==> config.mk <==
export PLATFORM = sky130hd
export DESIGN_NAME = rpg_ctrl
export DESIGN_NICKNAME = d
export VERILOG_FILES = /design/src/rtl/pg_pkg.sv /design/src/rtl/pg_overload_det.sv /design/src/rtl/pg_idle_mon.sv /design/src/rtl/pg_fsm.sv /design/src/rtl/rpg_ctrl.sv
export SDC_FILE = /design/constraint.sdc
export NUM_CORES = 1
export LEC_CHECK = 0
export ABC_AREA = 1
export BUFFER_PORTS_ARGS = -buffer_cell sky130_fd_sc_hd__buf_2
export CAP_MARGIN = 5
export CORE_MARGIN = 3
export CORE_UTILIZATION = 58
export CTS_BUF_LIST = sky130_fd_sc_hd__clkbuf_4
export CTS_CLUSTER_SIZE = 16
export DETAILED_ROUTE_END_ITERATION = 7
export GPL_ROUTABILITY_DRIVEN = 0
export GPL_TIMING_DRIVEN = 0
export PLACE_DENSITY = 0.91
export SYNTH_ARGS = -nofsm -noshare
export SYNTH_HDL_FRONTEND = slang
export SYNTH_SLANG_ARGS = --single-unit
export TNS_END_PERCENT = 5
==> constraint.sdc <==
create_clock -name clk -period 1.54 [get_ports clk]
set_input_delay 0.154 -clock clk [delete_from_list [all_inputs] [get_ports clk]]
set_output_delay 0.154 -clock clk [all_outputs]
set_load 0.02 [all_outputs]
==> src/rtl/pg_pkg.sv <==
package pg_pkg;

   typedef enum logic [1:0] {
      PG_ON     = 2'd0,
      PG_DRAIN  = 2'd1,
      PG_OFF    = 2'd2,
      PG_WAKING = 2'd3
   } pg_state_e;

endpackage

==> src/rtl/pg_overload_det.sv <==
module pg_overload_det #(
   parameter int OCC_W   = 4,
   parameter int THRESH  = 6,
   parameter int RUN_CYC = 3
) (
   input  logic             clk,
   input  logic             rst_n,
   input  logic [OCC_W-1:0] occ,
   output logic             overload
);

   localparam logic [OCC_W-1:0] TH_V = OCC_W'(THRESH);

   if (OCC_W < 1) begin : g_chk_w
      $error("pg_overload_det: OCC_W must be at least 1");
   end
   if (THRESH < 1 || THRESH >= (1 << OCC_W)) begin : g_chk_th
      $error("pg_overload_det: THRESH out of range for OCC_W");
   end
   if (RUN_CYC < 1) begin : g_chk_run
      $error("pg_overload_det: RUN_CYC must be at least 1");
   end

   logic occ_hi;
   assign occ_hi = (occ >= TH_V);

   if (RUN_CYC == 1) begin : g_direct
      always_ff @(posedge clk or negedge rst_n) begin
         if (!rst_n) overload <= 1'b0;
         else        overload <= occ_hi;
      end
   end else begin : g_count
      localparam int RW = $clog2(RUN_CYC + 1);
      localparam logic [RW-1:0] RUN_V = RW'(RUN_CYC);
      logic [RW-1:0] run_cnt;

      always_ff @(posedge clk or negedge rst_n) begin
         if (!rst_n)              run_cnt <= '0;
         else if (!occ_hi)        run_cnt <= '0;
         else if (run_cnt != RUN_V) run_cnt <= run_cnt + RW'(1);
      end

      assign overload = (run_cnt == RUN_V);
   end

   // a request is only present after a high-occupancy sample
   p_ovl_src_r8: assert property (@(posedge clk) disable iff (!rst_n)
      overload |-> $past(occ_hi));

endmodule

==> src/rtl/pg_idle_mon.sv <==
module pg_idle_mon #(
   parameter int IDLE_CYC = 4
) (
   input  logic clk,
   input  logic rst_n,
   input  logic arm,
   input  logic idle,
   output logic hit
);

   if (IDLE_CYC < 1) begin : g_chk_idle
      $error("pg_idle_mon: IDLE_CYC must be at least 1");
   end

   localparam int CW = $clog2(IDLE_CYC + 1);
   localparam logic [CW-1:0] LAST = CW'(IDLE_CYC - 1);

   logic [CW-1:0] cnt;

   always_ff @(posedge clk or negedge rst_n) begin
      if (!rst_n)              cnt <= '0;
      else if (!arm || !idle)  cnt <= '0;
      else if (cnt != LAST)    cnt <= cnt + CW'(1);
   end

   assign hit = arm && idle && (cnt == LAST);

   // a nonzero count means the previous cycle was idle while armed
   p_consec_r2: assert property (@(posedge clk) disable iff (!rst_n)
      (arm && idle && cnt != '0) |-> ($past(idle) && $past(arm)));

endmodule

==> src/rtl/pg_fsm.sv <==
module pg_fsm
   import pg_pkg::*;
#(
   parameter int BREAK_EVEN = 10,
   parameter int WAKE_CYC   = 8
) (
   input  logic      clk,
   input  logic      rst_n,
   input  logic      idle,
   input  logic      idle_hit,
   input  logic      wake_req,
   output pg_state_e state,
   output logic      sleep_en,
   output logic      router_ready
);

   if (BREAK_EVEN < 1) begin : g_chk_be
      $error("pg_fsm: BREAK_EVEN must be at least 1");
   end
   if (WAKE_CYC < 1) begin : g_chk_wk
      $error("pg_fsm: WAKE_CYC must be at least 1");
   end

   localparam int OW = $clog2(BREAK_EVEN + 1);
   localparam int WW = $clog2(WAKE_CYC + 1);
   localparam logic [OW-1:0] OFF_LAST  = OW'(BREAK_EVEN - 1);
   localparam logic [WW-1:0] WAKE_LAST = WW'(WAKE_CYC - 1);

   pg_state_e     state_nx;
   logic [OW-1:0] off_cnt;
   logic [WW-1:0] wake_cnt;
   logic          pending;

   always_comb begin
      state_nx = state;
      unique case (state)
         PG_ON:     if (idle) state_nx = idle_hit ? PG_OFF : PG_DRAIN;
         PG_DRAIN:  if (!idle) state_nx = PG_ON;
                    else if (idle_hit) state_nx = PG_OFF;
         PG_OFF:    if (off_cnt == OFF_LAST && (pending || wake_req))
                       state_nx = PG_WAKING;
         PG_WAKING: if (wake_cnt == WAKE_LAST) state_nx = PG_ON;
         default:   state_nx = PG_ON;
      endcase
   end

   always_ff @(posedge clk or negedge rst_n) begin
      if (!rst_n) state <= PG_ON;
      else        state <= state_nx;
   end

   always_ff @(posedge clk or negedge rst_n) begin
      if (!rst_n)                  off_cnt <= '0;
      else if (state != PG_OFF)    off_cnt <= '0;
      else if (off_cnt != OFF_LAST) off_cnt <= off_cnt + OW'(1);
   end

   always_ff @(posedge clk or negedge rst_n) begin
      if (!rst_n)                      wake_cnt <= '0;
      else if (state != PG_WAKING)     wake_cnt <= '0;
      else if (wake_cnt != WAKE_LAST)  wake_cnt <= wake_cnt + WW'(1);
   end

   always_ff @(posedge clk or negedge rst_n) begin
      if (!rst_n)               pending <= 1'b0;
      else if (state != PG_OFF) pending <= 1'b0;
      else if (wake_req)        pending <= 1'b1;
   end

   assign sleep_en     = (state == PG_OFF);
   assign router_ready = (state == PG_ON);

   // gating starts only when the idle monitor reports a full run
   p_gate_entry_r2: assert property (@(posedge clk) disable iff (!rst_n)
      $rose(sleep_en) |-> $past(idle_hit));

   // no exit from the off state before break-even
   p_hold_off_r5: assert property (@(posedge clk) disable iff (!rst_n)
      (state == PG_OFF && off_cnt != OFF_LAST) |=> state == PG_OFF);

   // leaving the off state happens only at the final break-even count
   p_min_off_r5: assert property (@(posedge clk) disable iff (!rst_n)
      $fell(sleep_en) |-> $past(off_cnt) == OFF_LAST);

   // a request seen while off is kept until it is served
   p_latch_r5: assert property (@(posedge clk) disable iff (!rst_n)
      (state == PG_OFF && wake_req) |=> (pending || state == PG_WAKING));

   // waking runs its full count
   p_wake_len_r7: assert property (@(posedge clk) disable iff (!rst_n)
      (state == PG_WAKING && wake_cnt != WAKE_LAST) |=> state == PG_WAKING);

   // ready returns after waking only once the count is complete
   p_wake_done_r7: assert property (@(posedge clk) disable iff (!rst_n)
      ($rose(router_ready) && $past(state) == PG_WAKING)
         |-> $past(wake_cnt) == WAKE_LAST);

endmodule

==> src/rtl/rpg_ctrl.sv <==
module rpg_ctrl
   import pg_pkg::*;
#(
   parameter int OCC_W      = 4,
   parameter int OVL_THRESH = 6,
   parameter int OVL_CYC    = 3,
   parameter int IDLE_CYC   = 4,
   parameter int BREAK_EVEN = 10,
   parameter int WAKE_CYC   = 8
) (
   input  logic             clk,
   input  logic             rst_n,
   input  logic             flit_activity,
   input  logic             buf_nonempty,
   input  logic [OCC_W-1:0] byp_occupancy,
   input  logic             col_wake_in,
   output logic             col_wake_req,
   output logic             sleep_en,
   output logic             router_ready
);

   pg_state_e state;
   logic      wake_req;
   logic      idle;
   logic      arm;
   logic      idle_hit;

   pg_overload_det #(
      .OCC_W   (OCC_W),
      .THRESH  (OVL_THRESH),
      .RUN_CYC (OVL_CYC)
   ) u_ovl (
      .clk      (clk),
      .rst_n    (rst_n),
      .occ      (byp_occupancy),
      .overload (col_wake_req)
   );

   // column line and own overload both request a wake
   assign wake_req = col_wake_in | col_wake_req;
   assign idle     = !flit_activity && !buf_nonempty && !wake_req;
   assign arm      = (state == PG_ON) || (state == PG_DRAIN);

   pg_idle_mon #(
      .IDLE_CYC (IDLE_CYC)
   ) u_idle (
      .clk   (clk),
      .rst_n (rst_n),
      .arm   (arm),
      .idle  (idle),
      .hit   (idle_hit)
   );

   pg_fsm #(
      .BREAK_EVEN (BREAK_EVEN),
      .WAKE_CYC   (WAKE_CYC)
   ) u_fsm (
      .clk          (clk),
      .rst_n        (rst_n),
      .idle         (idle),
      .idle_hit     (idle_hit),
      .wake_req     (wake_req),
      .state        (state),
      .sleep_en     (sleep_en),
      .router_ready (router_ready)
   );

   // an active wake request while powered keeps the router out of gating
   p_wake_blocks_gate_r3: assert property (@(posedge clk) disable iff (!rst_n)
      (arm && wake_req) |=> !sleep_en);

endmodule

==> run summary, run 1 <==
Gate Count Post-Synth: 101
Period minus WS final: 1.39 ns
worst slack, placed: 0.109 ns
standard-cell rows: 13
Worst Path Max Fanout: 6
Slew HR: 76.6%
syn_nets: 116
Die Ht: 44.6 um
detailed-router iteration count before antenna repair: 4
fill count: 106
post-synthesis sequential area ratio: 46.2%
Buf/Inv on CP: 1
critical path endpoint category: flip-flop
Worst Skew: 0.00641 ns
Final Setup Violations: 0
CP max stage cell: dfrtp_1
Worst setup SP type: flip-flop
status: finished clean
H-Tree Level Count: 1
fin worst setup slack: 0.152 ns
layout cells sized above 1: 18.8%
top post-synthesis cells by area: dfrtp_1 46%, ha_1 8.7%, nand2_1 7.8%, nand3_1 6.9%, nor2_1 5.6%
list of most frequent post-synthesis cells: 18 x nand2_1, 16 x dfrtp_1, 13 x nor2_1
Min-Delay Path Class: in -> reg
Yosys cell types: 20
Slew Limit Fails: 0
CP top delay family: adder cells
setup TNS: 0 ns
clk buf depth: 2
top_reg_cell synth: dfrtp_1
Peak Freq: 0.720 GHz
wire per inst: 12.0 um
Sink Count: 16
via count: 737
Leak: 0.000492 uW
largest net degree at the start of global routing: 17
# DRC: 0
Cell Area, Synth: 866 sq um
Synth top area share: 46.2%
Yosys Warn Count: 0
global-route usage over all layers: 18.7%
Synth async-reset ratio: 100%
I/O pin count: 12
wl on met1: 639 um
Sequential Area: 400 sq um
initial core utilization: 64.1%
met2 WL: 811 um
worst hold path depth: 3
Post-DRT Antenna Nets: 0
Ant. Diodes: 0
Worst Reg-to-Reg Cells: 7
first-pass GRT wire length: 2570 um
final hold vios: 0
final worst-path cycle share: 90.2%
CP Depth: 7
EDFF count, synth: 0
CTS root buf: clkbuf_4
vias in the first global route: 674
Worst EP required: 1.76 ns
Via density: 5.58
CTS tree: yes
Core Area: 0.00135 sq mm
clk slew on worst S/H paths: 0.09 ns
max layer used: met4
cts bufs inserted: 3
P&R area growth vs syn: 13.3%
worst-path cell chain: ha_1 > ha_1 > inv_1 > nand4_1 > nand3_2 > nand2_1 > nand2_1
crit path DAT: 1.61 ns
clock latency on the worst-skew pair: 0.29 ns
area leader, netlist: dfrtp_1
met3 wire len: 65 um
Die ar.: 0.00199 sq mm
grt ovf: 0
DP Wirelength: 1230 um
DR iter-0 viols: 12
Worst VDD drop: 0.695 mV
Pwr Density: 1340 mW/mm^2
port bufs: 10
max-cap violations: 0
Die X: 44.6 um
Synth Area per Inst: 8.57 sq um
max incr delay on CP: 0.40 ns
drt total wl: 1590 um
worst slew pin tran: 0.350 ns
RSZ-0062 raised after global routing: no
Synth Register Bits: 16
area of the multi-input gates: 423 sq um
# nets final: 133
critical path class: reg -> reg
most common cell in the netlist: nand2_1
initial antenna violation count: 0
## layer usage
metal	track usage, %	vias up
li1	-	362
met3	4.07	8
met2	32.4	23
met4	17.5	0
met1	17.9	344
met5	0	-
## sequential cells by signal (all words and copies together), names as in the netlist
name	count
u_fsm.pending	1
u_idle.cnt	3
u_ovl.g_count.run_cnt	2
u_fsm.state	2
u_fsm.wake_cnt	4
u_fsm.off_cnt	4
## worst paths after layout
kind                                   startpoint                  endpoint  slack [ns]
worst min register to register  u_fsm.wake_cnt[3]         u_fsm.wake_cnt[2]        0.52
worst max register to register      u_idle.cnt[0]            u_fsm.state[1]        0.15
max in group asynchronous                   rst_n            u_fsm.state[0]        0.99
min in group asynchronous                   rst_n  u_ovl.g_count.run_cnt[0]        0.29
worst min-delay path             byp_occupancy[3]  u_ovl.g_count.run_cnt[0]        0.11
worst max-delay path                u_idle.cnt[0]            u_fsm.state[1]        0.15
## area by class of cell
class / count / share of cell area [%]
multi-input combinational: 73 / 43.1
sequential: 16 / 40.8
timing repair buffer: 12 / 6.89
inverter: 12 / 4.59
clock buffer: 3 / 2.30
tap: 15 / 1.91
clock inverter: 1 / 0.383
## layout by cell type (no fill, tap or decap)
| master | Yosys | layout |
|---|---|---|
| nand2_1 | 18 | 18 |
| dfrtp_1 | 16 | 16 |
| nor2_1 | 13 | 13 |
| nand3_1 | 12 | 12 |
| inv_1 | 10 | 10 |
| buf_2 | 0 | 10 |
| ha_1 | 6 | 5 |
| a21oi_1 | 4 | 4 |
| xor2_1 | 4 | 4 |
| o21ai_0 | 3 | 3 |
| clkbuf_4 | 0 | 3 |
| nor2_4 | 2 | 2 |
| clkinv_1 | 1 | 2 |
| nand2_2 | 2 | 2 |
| nand4_1 | 2 | 2 |
| o21ai_1 | 2 | 2 |
| inv_2 | 1 | 1 |
| nand3_2 | 1 | 1 |
| a31oi_1 | 1 | 1 |
| xnor2_1 | 1 | 1 |
| mux2i_1 | 1 | 1 |
| or2_2 | 1 | 1 |
| ha_2 | 0 | 1 |
| dlygate4sd3_1 | 0 | 1 |
| buf_4 | 0 | 1 |
## cells by family (layout without fill, tap and decap cells)
kind of cell | Yosys count | in the layout | share of synthesized area [%]
AO/OA/AOI/OAI | 10 | 10 | 5.92
XOR/XNOR | 5 | 5 | 5.06
adder cells (fa/ha/maj) | 6 | 6 | 8.67
buffers and inverters | 12 | 28 | 5.20
flip-flops | 16 | 16 | 46.2
multiplexers | 1 | 1 | 1.16
AND/OR/NAND/NOR | 51 | 51 | 27.7
## metrics by stage
stage,hold WS [ns],power [uW],area (sq um),utilization [%],std cells
detailed placement,0.0812,1090,935,69.2,126
finish,0.109,1320,981,72.7,132
global route,0.127,1430,981,72.7,132
floorplan,-0.142,958,866,-,101
global placement,0.0776,1060,935,69.2,126
CTS,0.101,1320,971,71.9,131
## worst reg2reg max path, cell delays in order, from the launching register on
cell	delay (ns)
dfrtp_1	0.40
ha_1	0.20
ha_1	0.25
inv_1	0.10
nand4_1	0.14
nand3_2	0.11
nand2_1	0.05
nand2_1	0.07
## what timing repair did
| item | in CTS | in global routing |
|---|---|---|
| hold buffers | 1 | 0 |
| setup endpoints to repair | 0 | 2 |
| endpoints found under the hold margin | 16 | 0 |
| buffers inserted | 0 | 1 |
| gates resized for setup | 0 | 1 |
## where the power goes
part           switching, uW  leakage (uW)  internal [uW]
clock                    128     0.0000154           94.2
combinational            325      0.000259            196
sequential              80.7      0.000218            494
(Power assumes the default switching activity.)
==> inputs of run 2 (changes only) <==
--- a/config.mk
+++ b/config.mk
@@ -14,9 +14,9 @@
 export CTS_CLUSTER_SIZE = 16
 export DETAILED_ROUTE_END_ITERATION = 7
 export GPL_ROUTABILITY_DRIVEN = 0
-export GPL_TIMING_DRIVEN = 0
 export PLACE_DENSITY = 0.91
 export SYNTH_ARGS = -nofsm -noshare
 export SYNTH_HDL_FRONTEND = slang
+export SYNTH_HIERARCHICAL = 1
 export SYNTH_SLANG_ARGS = --single-unit
 export TNS_END_PERCENT = 5
==> run summary, run 2 <==
area leader, netlist: dfrtp_1
area of the multi-input gates: 483 sq um (+14%)
Sink Count: 16 (unchanged)
grt ovf: 0 (unchanged)
Core Area: 0.00142 sq mm (+4.8%)
Slew Limit Fails: 0 (unchanged)
largest net degree at the start of global routing: 17 (unchanged)
Yosys Warn Count: 6 (+6)
Final Setup Violations: 2 (+2)
detailed-router iteration count before antenna repair: 4 (unchanged)
leading registers by flop count: u_fsm/off_cnt x4, u_fsm/wake_cnt x4, u_idle/cnt x3
Die X: 46.3 um (+3.7%)
Worst Path Max Fanout: 3 (-3)
H-Tree Level Count: 1 (unchanged)
clk buf depth: 2 (unchanged)
CP top delay family: simple AND/OR/NAND/NOR gates
fin worst setup slack: -0.0305 ns (-0.182 ns)
commonest non-fill, non-tap cell in the layout: nand2_1
initial core utilization: 66.6% (+2.4 points)
Buf/Inv on CP: 1 (unchanged)
Worst setup SP type: flip-flop
Synth Register Bits: 16 (unchanged)
Peak Freq: 0.637 GHz (-12%)
CP max stage cell: dfrtp_1
Min-Delay Path Class: in -> reg
first-pass GRT wire length: 3070 um (+20%)
Via density: 5.01 (-10%)
critical path endpoint category: flip-flop
max-cap violations: 0 (unchanged)
vias in the first global route: 787 (+17%)
commonest non-fill, non-tap cells in the layout: 26 x nand2_1, 20 x inv_1, 16 x dfrtp_1, 12 x nor2_1, 10 x buf_2
standard-cell rows: 13 (unchanged)
drt total wl: 1780 um (+12%)
via count: 781 (+6.0%)
Gate Count Post-Synth: 120 (+19%)
clk slew on worst S/H paths: 0.09 ns (about the same)
Cell Area, Synth: 942 sq um (+8.8%)
global-route usage over all layers: 20.2% (+1.5 points)
Yosys cell types: 21 (+5.0%)
Synth async-reset ratio: 100% (unchanged)
final hold vios: 0 (unchanged)
fill count: 84 (-21%)
RSZ-0062 raised after global routing: yes
crit path DAT: 1.75 ns (+0.14 ns)
layout cells sized above 1: 29.1% (+10 points)
Synth Area per Inst: 7.85 sq um (-8.4%)
max incr delay on CP: 0.42 ns (+0.02 ns)
setup TNS: -0.0585 ns (-0.0585 ns)
Ant. Diodes: 0 (unchanged)
Post-DRT Antenna Nets: 0 (unchanged)
Sequential Area: 400 sq um (unchanged)
I/O pin count: 12 (unchanged)
wire per inst: 11.4 um (-5.2%)
CTS root buf: clkbuf_4
# DRC: 0 (unchanged)
list of most frequent post-synthesis cells: 27 x nand2_1, 21 x inv_1, 16 x dfrtp_1
Worst VDD drop: 0.799 mV (+15%)
total power: 1390 uW (+5.7%)
Fin Hold WS: 0.173 ns (+0.0639 ns)
Worst EP required: 1.72 ns (-0.04 ns)
top post-synthesis cells by area: dfrtp_1 42%, nand2_1 11%, inv_1 8.4%, ha_1 8.0%, nor2_1 5.6%
port bufs: 10 (unchanged)
critical path class: reg -> reg
failing checks: negative setup slack
final worst-path cycle share: 102% (+12 points)
Layout Utilization: 79.7% (+7.0 points)
Period minus WS final: 1.57 ns (+0.182 ns)
initial antenna violation count: 0 (unchanged)
status: finished, violations left
CTS tree: yes
# nets final: 157 (+18%)
post-synthesis sequential area ratio: 42.5% (-3.7 points)
Die Ht: 46.3 um (+3.7%)
Synth top area share: 42.5% (-3.7 points)
top_reg_cell synth: dfrtp_1
syn_nets: 135 (+16%)
Slew HR: 75.7% (-0.98 points)
Leak: 0.000606 uW (+23%)
grt peak-use layer: met2
Pwr Density: 1230 mW/mm^2 (-8.1%)
Die ar.: 0.00214 sq mm (+7.6%)
worst-path cell chain: ha_4 > inv_2 > nand2_2 > nor2_4 > nand2_2 > nor2_4 > nor2_2 > nand2_4 > nand2_4 > nor2_4 > nand2_2 > nand2_1 > nand2_1
met3 usage: 2.73% (-1.3 points)
EDFF count, synth: 0 (unchanged)
DP Wirelength: 1470 um (+20%)
cts bufs inserted: 3 (unchanged)
GR met1 Demand/Resource: 23.0% (+5.1 points)
worst slew pin tran: 0.365 ns (+0.0146 ns)
routing usage on met2: 37.1% (+4.7 points)
most common cell in the netlist: nand2_1
DR iter-0 viols: 14 (+2)
clock latency on the worst-skew pair: 0.28 ns (about the same)
P&R area growth vs syn: 19.7%
Worst Skew: 0.00432 ns (-0.00209 ns)
[run 2: cell types whose count changed in the layout (fill, tap and decap cells not counted), sizes merged, moves of 4 or more]
cell   delta
buf       +5
nand2    +14
nor2      +4
inv      +14
nand3     -9
[run 2: layout make-up]
class,instances,share of cell area (%)
Timing Repair Buffer,17,9.32
Sequential cell,16,35.5
Tap cell,15,1.66
Inverter,25,8.32
Clock buffer,3,2.00
Clock inverter,1,0.333
Multi-Input combinational cell,79,42.8
[run 2: stage by stage]
stage | area (sq um) | setup WS (ns) | std cells
CTS | 1110 | -0.0304 | 156
floorplan | 960 | -0.0282 | 120
detailed placement | 1070 | -0.0512 | 151
finish | 1130 | -0.0305 | 156
global route | 1130 | -0.148 | 156
global placement | 1070 | -0.0129 | 151
[run 2: path summary, 6_finish.rpt]
kind / startpoint / end / slack, ns / depth (start not counted)
worst max register to register: u_ovl/g_count.run_cnt[1] / u_fsm/state[1] / -0.03 / 13
worst max-delay path: u_ovl/g_count.run_cnt[1] / u_fsm/state[1] / -0.03 / 13
worst min register to register: u_fsm/wake_cnt[0] / u_fsm/wake_cnt[0] / 0.52 / 1
max in group asynchronous: rst_n / u_fsm/wake_cnt[3] / 0.97 / 2
min in group asynchronous: rst_n / u_fsm/off_cnt[0] / 0.30 / 2
worst min-delay path: byp_occupancy[3] / u_ovl/g_count.run_cnt[1] / 0.17 / 5
[run 2: power breakdown]
part	switching, uW	internal (uW)	leakage, uW
registers	75.2	481	0.000218
logic	368	248	0.000373
clock network	126	93.9	0.0000154
[run 2: layer usage]
metal  share of wire, %  vias up
li1                   -      415
met1                 40      349
met2                 56       15
met3                3.1        2
met4               0.79        0
met5                  0        -
[run 2: logic make-up (layout without fill, tap and decap cells)]
| group | count (synthesis) | count (layout) | share of synthesized area, % |
|---|---|---|---|
| DFF | 16 | 16 | 42.5 |
| buffers and inverters | 25 | 46 | 9.96 |
| xor gates and xnor gates | 2 | 2 | 1.86 |
| and+or+nand+nor | 57 | 57 | 28.6 |
| AOI/OAI and AO/OA | 14 | 14 | 9.16 |
| adders and majority gates | 6 | 6 | 7.97 |
[run 2: repair_timing]
item | in CTS | in global routing
pin swaps | 1 | 2
buffers inserted | 0 | 0
resized for setup | 2 | 4
hold endpoints to repair | 16 | 0
hold buffers | 1 | 0
setup endpoints to repair | 2 | 2
[run 2: worst register-to-register path: cells and delay by family, from the launching register on]
kind / cells / cell delay (ns)
DFF: 1 / 0.42
buffers and inverters: 1 / 0.04
adders and majority gates: 1 / 0.17
and+or+nand+nor: 11 / 0.82
